--- src/rtl/dma_chan_pkg.sv ---
package dma_chan_pkg;
  typedef enum logic [2:0] {ST_IDLE, ST_ARB, ST_RD, ST_WR, ST_GAP} dma_st_e;

  // log2 of operand size: 01 -> byte, 10 -> halfword, 00/11 -> word
  function automatic logic [1:0] sz_lg(input logic [1:0] code);
    case (code)
      2'b01:   return 2'd0;
      2'b10:   return 2'd1;
      default: return 2'd2;
    endcase
  endfunction

  function automatic logic [2:0] sz_bytes(input logic [1:0] code);
    return 3'd1 << sz_lg(code);
  endfunction

  function automatic logic [31:0] lane_mask(input logic [1:0] code);
    case (code)
      2'b01:   return 32'h0000_00FF;
      2'b10:   return 32'h0000_FFFF;
      default: return 32'hFFFF_FFFF;
    endcase
  endfunction

  function automatic logic [2:0] reads_per(input logic [1:0] src, input logic [1:0] dst);
    logic [1:0] s;
    logic [1:0] d;
    s = sz_lg(src);
    d = sz_lg(dst);
    if (d > s) return 3'd1 << (d - s);
    return 3'd1;
  endfunction

  // 0 -> no boundary, n -> 16 << (n-1) bytes
  function automatic logic [10:0] bwc_span(input logic [2:0] b);
    if (b == 3'd0) return 11'd0;
    return 11'd16 << (b - 3'd1);
  endfunction

  function automatic logic on_boundary(input logic [31:0] cnt, input logic [2:0] b);
    logic [31:0] m;
    m = {21'd0, bwc_span(b)} - 32'd1;
    return (b != 3'd0) && (cnt != 32'd0) && ((cnt & m) == 32'd0);
  endfunction
endpackage

--- src/rtl/dma_addr_unit.sv ---
module dma_addr_unit
  import dma_chan_pkg::*;
#(
  parameter int AW = 32,
  parameter int CW = 16
) (
  input  logic          clk,
  input  logic          rst_n,
  input  logic          ld,
  input  logic [AW-1:0] ld_src,
  input  logic [AW-1:0] ld_dst,
  input  logic [CW-1:0] ld_cnt,
  input  logic          rd_ok,
  input  logic          wr_ok,
  input  logic          src_inc,
  input  logic          dst_inc,
  input  logic [1:0]    src_sz,
  input  logic [1:0]    dst_sz,
  output logic [AW-1:0] src_q,
  output logic [AW-1:0] dst_q,
  output logic [CW-1:0] cnt_q,
  output logic [CW-1:0] cnt_after
);
  logic [AW-1:0] src_step;
  logic [AW-1:0] dst_step;

  assign src_step  = AW'(sz_bytes(src_sz));
  assign dst_step  = AW'(sz_bytes(dst_sz));
  assign cnt_after = cnt_q - CW'(sz_bytes(dst_sz));

  always_ff @(posedge clk or negedge rst_n) begin
    if (!rst_n) begin
      src_q <= '0;
      dst_q <= '0;
      cnt_q <= '0;
    end else if (ld) begin
      src_q <= ld_src;
      dst_q <= ld_dst;
      cnt_q <= ld_cnt;
    end else begin
      if (rd_ok && src_inc) src_q <= src_q + src_step;
      if (wr_ok) begin
        cnt_q <= cnt_after;
        if (dst_inc) dst_q <= dst_q + dst_step;
      end
    end
  end

  // the count moves only on a completed write (or a load)
  p_cnt_hold_r5: assert property (@(posedge clk) disable iff (!rst_n)
    !(wr_ok || ld) |=> $stable(cnt_q));
  p_cnt_dec_r5: assert property (@(posedge clk) disable iff (!rst_n)
    (wr_ok && !ld) |=> (cnt_q == $past(cnt_after)));
  // source stays put with increment disabled
  p_src_fixed_r4: assert property (@(posedge clk) disable iff (!rst_n)
    (!ld && !src_inc) |=> $stable(src_q));
endmodule

--- src/rtl/dma_pack.sv ---
module dma_pack
  import dma_chan_pkg::*;
(
  input  logic        clk,
  input  logic        rst_n,
  input  logic        clr,
  input  logic        rd_ok,
  input  logic        wr_ok,
  input  logic [31:0] rdata,
  input  logic [1:0]  src_sz,
  input  logic [1:0]  dst_sz,
  output logic        last_rd,
  output logic [31:0] wdata
);
  logic [2:0]  idx_q;
  logic [31:0] acc_q;
  logic [4:0]  byte_off;
  logic [7:0]  bit_off;

  always_comb begin
    byte_off = {2'b00, idx_q} << sz_lg(src_sz);
    bit_off  = {byte_off, 3'b000};
  end

  assign last_rd = (idx_q + 3'd1) == reads_per(src_sz, dst_sz);
  assign wdata   = acc_q & lane_mask(dst_sz);

  always_ff @(posedge clk or negedge rst_n) begin
    if (!rst_n) begin
      idx_q <= '0;
      acc_q <= '0;
    end else if (clr || wr_ok) begin
      idx_q <= '0;
      acc_q <= '0;
    end else if (rd_ok) begin
      idx_q <= idx_q + 3'd1;
      acc_q <= acc_q | ((rdata & lane_mask(src_sz)) << bit_off);
    end
  end

  // a write never starts with a read slot still open
  p_idx_reset_r3: assert property (@(posedge clk) disable iff (!rst_n)
    wr_ok |=> (idx_q == 3'd0));
endmodule

--- src/rtl/dma_fsm.sv ---
module dma_fsm
  import dma_chan_pkg::*;
#(
  parameter int CW = 16
) (
  input  logic          clk,
  input  logic          rst_n,
  input  logic          go_int,
  input  logic          go_ext,
  input  logic          ext_en,
  input  logic          cs,
  input  logic [2:0]    bwc,
  input  logic [CW-1:0] cnt_q,
  input  logic [CW-1:0] cnt_after,
  input  logic          last_rd,
  input  logic          bus_gnt,
  input  logic          bus_ack,
  input  logic          bus_err,
  input  logic          done_clr,
  output dma_st_e       st,
  output logic          accept,
  output logic          rd_ok,
  output logic          wr_ok,
  output logic          bus_req,
  output logic          bus_cyc,
  output logic          done_q,
  output logic          err_q
);
  dma_st_e st_d;
  logic    last_xfer;
  logic    gap_next;
  logic    berr_evt;

  assign bus_cyc   = (st == ST_RD) || (st == ST_WR);
  assign berr_evt  = bus_cyc && bus_err;
  assign rd_ok     = (st == ST_RD) && bus_ack && !bus_err;
  assign wr_ok     = (st == ST_WR) && bus_ack && !bus_err;
  assign last_xfer = (cnt_after == '0);
  assign gap_next  = !cs && !last_xfer && on_boundary(32'(cnt_after), bwc);
  assign accept    = (st == ST_IDLE) && !done_q && (cnt_q != '0) &&
                     (go_int || (ext_en && go_ext));
  assign bus_req   = (st == ST_ARB) || (st == ST_RD) ||
                     ((st == ST_WR) && !gap_next);

  always_comb begin
    st_d = st;
    case (st)
      ST_IDLE: if (accept) st_d = ST_ARB;
      ST_ARB:  if (bus_gnt) st_d = ST_RD;
      ST_RD: begin
        if (berr_evt)               st_d = ST_IDLE;
        else if (rd_ok && last_rd)  st_d = ST_WR;
      end
      ST_WR: begin
        if (berr_evt) st_d = ST_IDLE;
        else if (wr_ok) begin
          if (last_xfer || cs) st_d = ST_IDLE;
          else if (gap_next)   st_d = ST_GAP;
          else                 st_d = ST_RD;
        end
      end
      ST_GAP:  st_d = ST_ARB;
      default: st_d = ST_IDLE;
    endcase
  end

  always_ff @(posedge clk or negedge rst_n) begin
    if (!rst_n) begin
      st     <= ST_IDLE;
      done_q <= 1'b0;
      err_q  <= 1'b0;
    end else begin
      st <= st_d;
      if (berr_evt || (wr_ok && last_xfer)) done_q <= 1'b1;
      else if (done_clr)                    done_q <= 1'b0;
      if (berr_evt)      err_q <= 1'b1;
      else if (done_clr) err_q <= 1'b0;
    end
  end

  p_cs_one_r6: assert property (@(posedge clk) disable iff (!rst_n)
    (wr_ok && cs) |=> (st == ST_IDLE));
  p_gap_r8: assert property (@(posedge clk) disable iff (!rst_n)
    (wr_ok && gap_next) |=> (!bus_req && st == ST_GAP));
  p_err_stop_r9: assert property (@(posedge clk) disable iff (!rst_n)
    berr_evt |=> (done_q && err_q && !bus_cyc));
  p_no_run_done_r10: assert property (@(posedge clk) disable iff (!rst_n)
    bus_cyc |-> !done_q);
  p_final_r7: assert property (@(posedge clk) disable iff (!rst_n)
    (wr_ok && last_xfer) |=> (done_q && st == ST_IDLE));
endmodule

--- src/rtl/dma_chan.sv ---
module dma_chan
  import dma_chan_pkg::*;
#(
  parameter int AW = 32,
  parameter int CW = 16
) (
  input  logic          clk,
  input  logic          rst_n,
  input  logic          cfg_cs,
  input  logic          cfg_ext_en,
  input  logic          cfg_src_inc,
  input  logic          cfg_dst_inc,
  input  logic [1:0]    cfg_src_sz,
  input  logic [1:0]    cfg_dst_sz,
  input  logic [2:0]    cfg_bwc,
  input  logic          ld_en,
  input  logic [AW-1:0] ld_src,
  input  logic [AW-1:0] ld_dst,
  input  logic [CW-1:0] ld_cnt,
  input  logic          start,
  input  logic          ext_req,
  input  logic          done_clr,
  output logic          bus_req,
  input  logic          bus_gnt,
  output logic          bus_cyc,
  output logic          bus_we,
  output logic [AW-1:0] bus_addr,
  output logic [1:0]    bus_size,
  output logic [31:0]   bus_wdata,
  input  logic [31:0]   bus_rdata,
  input  logic          bus_ack,
  input  logic          bus_err,
  output logic          pend,
  output logic          done,
  output logic          berr,
  output logic [CW-1:0] cnt_left
);
  dma_st_e       st;
  logic          accept, rd_ok, wr_ok, last_rd, ld;
  logic [AW-1:0] src_q, dst_q;
  logic [CW-1:0] cnt_q, cnt_after;

  assign ld       = ld_en && (st == ST_IDLE);
  assign pend     = (st != ST_IDLE);
  assign bus_we   = (st == ST_WR);
  assign bus_addr = bus_we ? dst_q : src_q;
  assign bus_size = bus_we ? cfg_dst_sz : cfg_src_sz;
  assign cnt_left = cnt_q;

  dma_fsm #(.CW(CW)) u_fsm (
    .clk(clk), .rst_n(rst_n), .go_int(start), .go_ext(ext_req),
    .ext_en(cfg_ext_en), .cs(cfg_cs), .bwc(cfg_bwc), .cnt_q(cnt_q),
    .cnt_after(cnt_after), .last_rd(last_rd), .bus_gnt(bus_gnt),
    .bus_ack(bus_ack), .bus_err(bus_err), .done_clr(done_clr), .st(st),
    .accept(accept), .rd_ok(rd_ok), .wr_ok(wr_ok), .bus_req(bus_req),
    .bus_cyc(bus_cyc), .done_q(done), .err_q(berr));

  dma_addr_unit #(.AW(AW), .CW(CW)) u_addr (
    .clk(clk), .rst_n(rst_n), .ld(ld), .ld_src(ld_src), .ld_dst(ld_dst),
    .ld_cnt(ld_cnt), .rd_ok(rd_ok), .wr_ok(wr_ok), .src_inc(cfg_src_inc),
    .dst_inc(cfg_dst_inc), .src_sz(cfg_src_sz), .dst_sz(cfg_dst_sz),
    .src_q(src_q), .dst_q(dst_q), .cnt_q(cnt_q), .cnt_after(cnt_after));

  dma_pack u_pack (
    .clk(clk), .rst_n(rst_n), .clr(accept), .rd_ok(rd_ok), .wr_ok(wr_ok),
    .rdata(bus_rdata), .src_sz(cfg_src_sz), .dst_sz(cfg_dst_sz),
    .last_rd(last_rd), .wdata(bus_wdata));

  // an accepted request shows as pend on the next cycle
  p_accept_r2: assert property (@(posedge clk) disable iff (!rst_n)
    accept |=> (pend && bus_req));
  // external line alone never starts the channel while disabled
  p_ext_off_r11: assert property (@(posedge clk) disable iff (!rst_n)
    (!pend && !start && !cfg_ext_en) |=> !pend);
endmodule

--- config.mk ---
export PLATFORM = sky130hd
export DESIGN_NAME = dma_chan
export DESIGN_NICKNAME = d
export VERILOG_FILES = /design/src/rtl/dma_chan_pkg.sv /design/src/rtl/dma_addr_unit.sv /design/src/rtl/dma_pack.sv /design/src/rtl/dma_fsm.sv /design/src/rtl/dma_chan.sv
export SDC_FILE = /design/constraint.sdc
export NUM_CORES = 1
export LEC_CHECK = 0
export BUFFER_PORTS_ARGS = -buffer_cell sky130_fd_sc_hd__buf_4
export CAP_MARGIN = 20
export CORE_UTILIZATION = 23
export DETAILED_ROUTE_END_ITERATION = 8
export GPL_TIMING_DRIVEN = 0
export PLACE_DENSITY = 0.44
export SYNTH_ARGS = -nofsm -noshare
export SYNTH_HDL_FRONTEND = slang
export SYNTH_HIERARCHICAL = 1
export SYNTH_SLANG_ARGS = --single-unit
--- constraint.sdc ---
create_clock -name clk -period 10.3 [get_ports clk]
set_input_delay 1.545 -clock clk [delete_from_list [all_inputs] [get_ports clk]]
set_output_delay 1.545 -clock clk [all_outputs]
set_load 0.005 [all_outputs]
Word level (Yosys, flattened, before mapping)

Cells that the tools add are included.

Divide/modulo/power cells: 0
Order comparisons: 1
Muxes and demuxes: 37
Shifts and indexed selects: 6
Multipliers: 0
Reduce and logical (&&, ||, !) cells: 46
Equality and inequality tests: 13
Bitwise operators: 4
Add/sub/neg operators: 7

Operators with widths:

| operator              | number |
|---|---|
| $mux 32               | 10 |
| $pmux 32 s2           | 2 |
| $add 32x3->32         | 2 |
| $and 32x32->32        | 2 |
| $mux 3                | 12 |
| $and 16x32->32        | 1 |
| $logic_not 32->1      | 1 |
| $mux 16               | 2 |
| $or 32x32->32         | 1 |
| $reduce_bool 16->1    | 2 |
| $shl 32x8->32         | 1 |
| $mux 11               | 2 |
| $logic_and 1x1->1     | 18 |
| $logic_not 16->1      | 1 |
| $sub 16x3->16         | 1 |
| $pmux 3 s5            | 1 |
| $reduce_bool 2->1     | 6 |
| $sub 11x1->12 const B | 1 |
| $shl 5x3->11 const A  | 1 |
| $shl 1x2->3 const A   | 3 |
| $pmux 2 s2            | 2 |
| $logic_or 1x1->1      | 7 |
| $eq 3x2->1 const B    | 2 |
| $logic_not 3->1       | 2 |
| other kinds (20)      | 31 |

Bits in read-only memories: 0
Bits in latches: 0
Bits of input ports: 132
Register bits after elaboration: 120
RAM bits: 0
Memories: 0
Output and inout bits: 88
Word-level logic and storage cells: 122

Logic depth before layout (Yosys ltp)

Depth in word-level cells: 13
Mapped depth: 16
Mapped depth without buffers: 15

Modules after synthesis

The synthesis kept the hierarchy.

By module, submodules not included:

| module        | seq. area each (sq um) | area each (sq um) | cells each | instances |
|---|---|---|---|---|
| dma_addr_unit | 2,001.9                | 5,252.5           | 609        | 1 |
| dma_pack      | 875.8                  | 2,433.6           | 275        | 1 |
| dma_fsm       | 125.1                  | 644.4             | 86         | 1 |
| dma_chan      | 0.0                    | 563.0             | 42         | 1 |

Least setup slack after synthesis

OpenSTA, ideal clock, no wires.

Path kind: input port to output port
From: in cfg_dst_sz[0]
To: out bus_req
Data arrival time: 4.560 ns
Slack: 4.195 ns
Data required time: 8.755 ns
Buffers on the path: 1
Stages on the path: 13
Cell sequence: inv_1 -> ha_1 -> buf_2 -> inv_1 -> ha_1 -> and3b_1 -> a2111oi_1 -> nand3_1 -> xnor2_1 -> nor4_1 -> nand4_1 -> and4b_1 -> a211oi_1

Longest elaborated chain between the ends: 11
Elaborated cells between the ends (all ways): 17
Those cells by class: 1 x add/sub; 2 x eq/ne; 1 x shift; 1 x mux; 1 x bitwise; 11 x reduce/logical

RTL lines:

| what                                            | line                              | text |
|---|---|---|
| from (decl)                                     | dma_chan.sv:14                    | `input logic [1:0] cfg_dst_sz,` |
| $eq 2x2->1 / $eq 2x1->1 (equally long branches) | dma_chan_pkg.sv:6                 | `case (code)` |
| $pmux 2 s2 (*)                                  | dma_chan_pkg.sv:6                 |  |
| $shl 1x2->3 (*)                                 | dma_chan_pkg.sv:14                | `return 3'd1 << sz_lg(code);` |
| $sub 16x3->16 (*)                               | dma_addr_unit.sv:29               | `assign cnt_after = cnt_q - CW'(sz_bytes(dst_sz));` |
| named net cnt_after[15]                         | dma_chan.sv:41                    | `logic [CW-1:0] cnt_q, cnt_after;` |
| $and 16x32->32, or another cell as far along    | dma_chan_pkg.sv:43                | `return (b != 3'd0) && (cnt != 32'd0) && ((cnt & m) == 32'd0);` |
| $logic_not 32->1, or another cell as far along  | dma_chan_pkg.sv:43                |  |
| $logic_and 1x1->1, on equally long branches     | dma_chan_pkg.sv:43, dma_fsm.sv:39 |  |
| $logic_and 1x1->1 (*)                           | dma_fsm.sv:39                     | `assign gap_next = !cs && !last_xfer && on_boundary(32'(cnt_after), bwc);` |
| $logic_not 1->1 (*)                             | dma_fsm.sv:43                     | `((st == ST_WR) && !gap_next);` |
| $logic_and 1x1->1 (*)                           | dma_fsm.sv:43                     |  |
| $logic_or 1x1->1 (*)                            | dma_fsm.sv:42                     | `assign bus_req = (st == ST_ARB) \|\| (st == ST_RD) \|\|` |
| to (decl)                                       | dma_chan.sv:23                    | `output logic bus_req,` |

Mark *: on every way through the listed nets, which the timed path passes. The rest lies on a longest branch.

Final worst setup path

Ends and elaborated chain as after synthesis.

==> metrics.cfg <==
[clocking]
cts_buffer_depth=2
ctsHtreeMaxLevel=4
ctsHoldBuffers=0
clkTransAtPathRegs_ps=60
clock-sinks=120
root_buffer=clkbuf_16
cts_tree=done
cts_setup_buffers=0
cts_resized=0
clk_latency_ps=430
cts_buffers=17

[yosys]
synth_edf_count=0
syn_nets=1168
synth-seq-cells=120
synth_seq_area_share=0.338
synth.distinct_cells=82
synthArstFlopShare=1.00
ys.warnings.count=6
syn-cell-area_mm2=0.00889
synth_flop_cell=dfrtp_1
avgSynthCellArea_um2=8.79
postSynthCellCount=1012

[power_and_ir_drop]
power.share.clock=0.210
ir_worst_vdd_mv=0.120
p_switching_mw=1.24
powerDensity_mw_per_mm2=250
seq_power_share=0.323
power.total_mw=2.96
leakage_nw=5.06
p_int_mw=1.72
p_comb_frac=0.467
swShare=0.419

[worst_setup_path]
critPathLaunchType=input port
cp_data_required_time_ps=8760
crit_arrival_ps=5330
ff2ff_setup_slack_ps=6740
r2r_end=u_addr/dst_q[27]
reg2regPathDepth=11
path_class=input port to output pin
cp-end-kind=output pin
critPathMaxFanout=7
r2r_start=u_fsm/st[1]

[floorplanning]
row_count=71
fp.coreArea_mm2=0.0378
dieArea_mm2=0.0395
die_h_um=199
ios=220
die_w_um=199
initial_utilization=0.235

[global_route]
overflow=0
grt_pass1_wl_um=53200
track_usage=0.182
grt_max_degree=79
grt_pass1_vias=8623
grt_antenna_before_repair=5

[min_path]
min_to=u_pack/acc_q[13]
hp-class=register to register
whs_path_depth=2
min_from=u_pack/acc_q[13]

[job]
drv_cap=0

[layout]
final_common_cell=buf_4
area_growth_pct=32.9
seqCellArea_mm2=0.00300
drive_gt1_frac=0.266
nets=1408
multi_input_area_mm2=0.00532
fill_cells=4094
mostFrequentLayoutCells=buf_4, dfrtp_1, nand2_1, nor2_1, o21ai_0
final_core_util=0.312

[timing]
relSlewSlack=0.422
period_share=0.667
rsz0062_at_grt=no
clock.fmax_mhz=146
finClkSkew_ps=13.4
final-setup-viol-count=0
min_period_ps=6870
setup-tns-final_ps=0
worstMarginPinSlew_ps=866
slew_viol_final=0
hold_viol=0

[placed_design]
dp_hpwl_um=27500
place.gp.congestion=0.857
io_buffers=218

[run_status]
outcome=finished, final reports clean

[route]
ant_nets=0
wl_per_cell_um=20.1
drt_iter0_drc=572
num_vias=8892
drc=0
first_pass_iters=5
viasPerCell=5.00
wl_um=35700

-- worst max-delay path by stage --
| stage | startpoint | end | slack (ps) |
|---|---|---|---|
| floorplan | cfg_dst_sz[0] | bus_req | 4190 |
| global placement | cfg_dst_sz[0] | bus_req | 3040 |
| detailed placement | cfg_dst_sz[0] | bus_req | 3440 |
| CTS | cfg_dst_sz[0] | bus_req | 3400 |
| global route | cfg_dst_sz[0] | bus_req | 3160 |
| finish | cfg_dst_sz[0] | bus_req | 3430 |
-- through the flow --
step | hold WS, ps | setup slack, ps | area (um2) | std cells
2_1_floorplan | 440 | 4190 | 8890 | 1012
3_3_place_gp | 456 | 3040 | 11200 | 1741
3_5_place_dp | 463 | 3440 | 11200 | 1744
4_1_cts | 477 | 3400 | 11800 | 1776
5_1_grt | 509 | 3160 | 11800 | 1778
6_report | 473 | 3430 | 11800 | 1779
-- critical path, stage by stage --
cell	delay, ps
buf_4	120
inv_1	50
ha_1	260
buf_2	200
inv_1	70
ha_1	280
and3b_1	220
a2111oi_1	690
clkdlybuf4s15_2	350
nand2_1	80
xnor2_1	120
nor4_1	290
nand4_1	310
and4b_1	330
a211oi_1	250
buf_4	150
-- cells in the mapped netlist (8+ instances only) --
cell | count | share of area
ha_1 | 21 | 0.030
or4_1 | 43 | 0.036
xor2_1 | 14 | 0.014
and3_1 | 16 | 0.011
nor3_1 | 12 | 0.0068
xnor2_1 | 25 | 0.025
o221ai_1 | 9 | 0.0089
mux2_4 | 29 | 0.049
nor3b_1 | 9 | 0.0076
buf_2 | 12 | 0.0068
and2_1 | 19 | 0.013
a2111oi_0 | 9 | 0.0089
or3_1 | 12 | 0.0084
clkbuf_1 | 41 | 0.017
and4_1 | 8 | 0.0079
nand3_1 | 42 | 0.024
o21ai_0 | 53 | 0.030
dfrtp_1 | 120 | 0.34
nand2b_1 | 8 | 0.0056
nand2_1 | 97 | 0.041
a221oi_1 | 9 | 0.0089
nand4_1 | 23 | 0.016
a21oi_1 | 23 | 0.013
a31oi_1 | 39 | 0.027
inv_1 | 43 | 0.018
o31ai_1 | 36 | 0.030
mux2i_1 | 10 | 0.011
buf_4 | 13 | 0.011
nor2_1 | 64 | 0.027
nor4_1 | 17 | 0.012
nand3b_1 | 15 | 0.013
o211ai_1 | 8 | 0.0068
nor2b_1 | 24 | 0.017
a22o_1 | 8 | 0.0079
-- cells by family after synthesis --
logic type      Yosys count  synth area share
compound gates          233             0.185
xor+xnor                 39            0.0384
fa+ha+maj                25            0.0374
buf+inv                 120            0.0644
flops                   120             0.338
mux                      44            0.0665
simple gates            431             0.270
-- power by group through the flow --
| stage | combinational (mW) | clock [mW] | sequential (mW) |
|---|---|---|---|
| floorplan | 0.847 | 0 | 0.845 |
| detailed placement | 1.39 | 0 | 0.955 |
| finish | 1.38 | 0.621 | 0.954 |
| CTS | 1.39 | 0.641 | 0.951 |
| global route | 1.51 | 0.661 | 0.993 |
| global placement | 1.37 | 0 | 0.955 |
-- registers in the layout, summed over array words and instances (netlist names) --
signal        count
u_pack/idx_q      3
u_fsm/done_q      1
u_pack/acc_q     32
u_addr/dst_q     32
u_addr/cnt_q     16
u_addr/src_q     32
u_fsm/err_q       1
u_fsm/st          3
-- area by class of cell --
type | instances | area share
inverter | 44 | 0.0140
buffer | 76 | 0.0345
clock buffer | 19 | 0.0383
antenna | 3 | 0.000635
clock inverter | 13 | 0.0123
multi-input combinational | 772 | 0.450
tap | 511 | 0.0541
timing repair buffer | 221 | 0.142
sequential | 120 | 0.254
-- layer usage --
layer,wire (um),up-vias,share of wire,track usage
met4,762,4,0.021,0.0661
met5,31,-,0.00087,0
met1,17100,4321,0.48,0.259
li1,-,4271,-,-
met2,16000,252,0.45,0.273
met3,1780,44,0.050,0.0307
No activity file was read; power rests on OpenSTA's default activity.
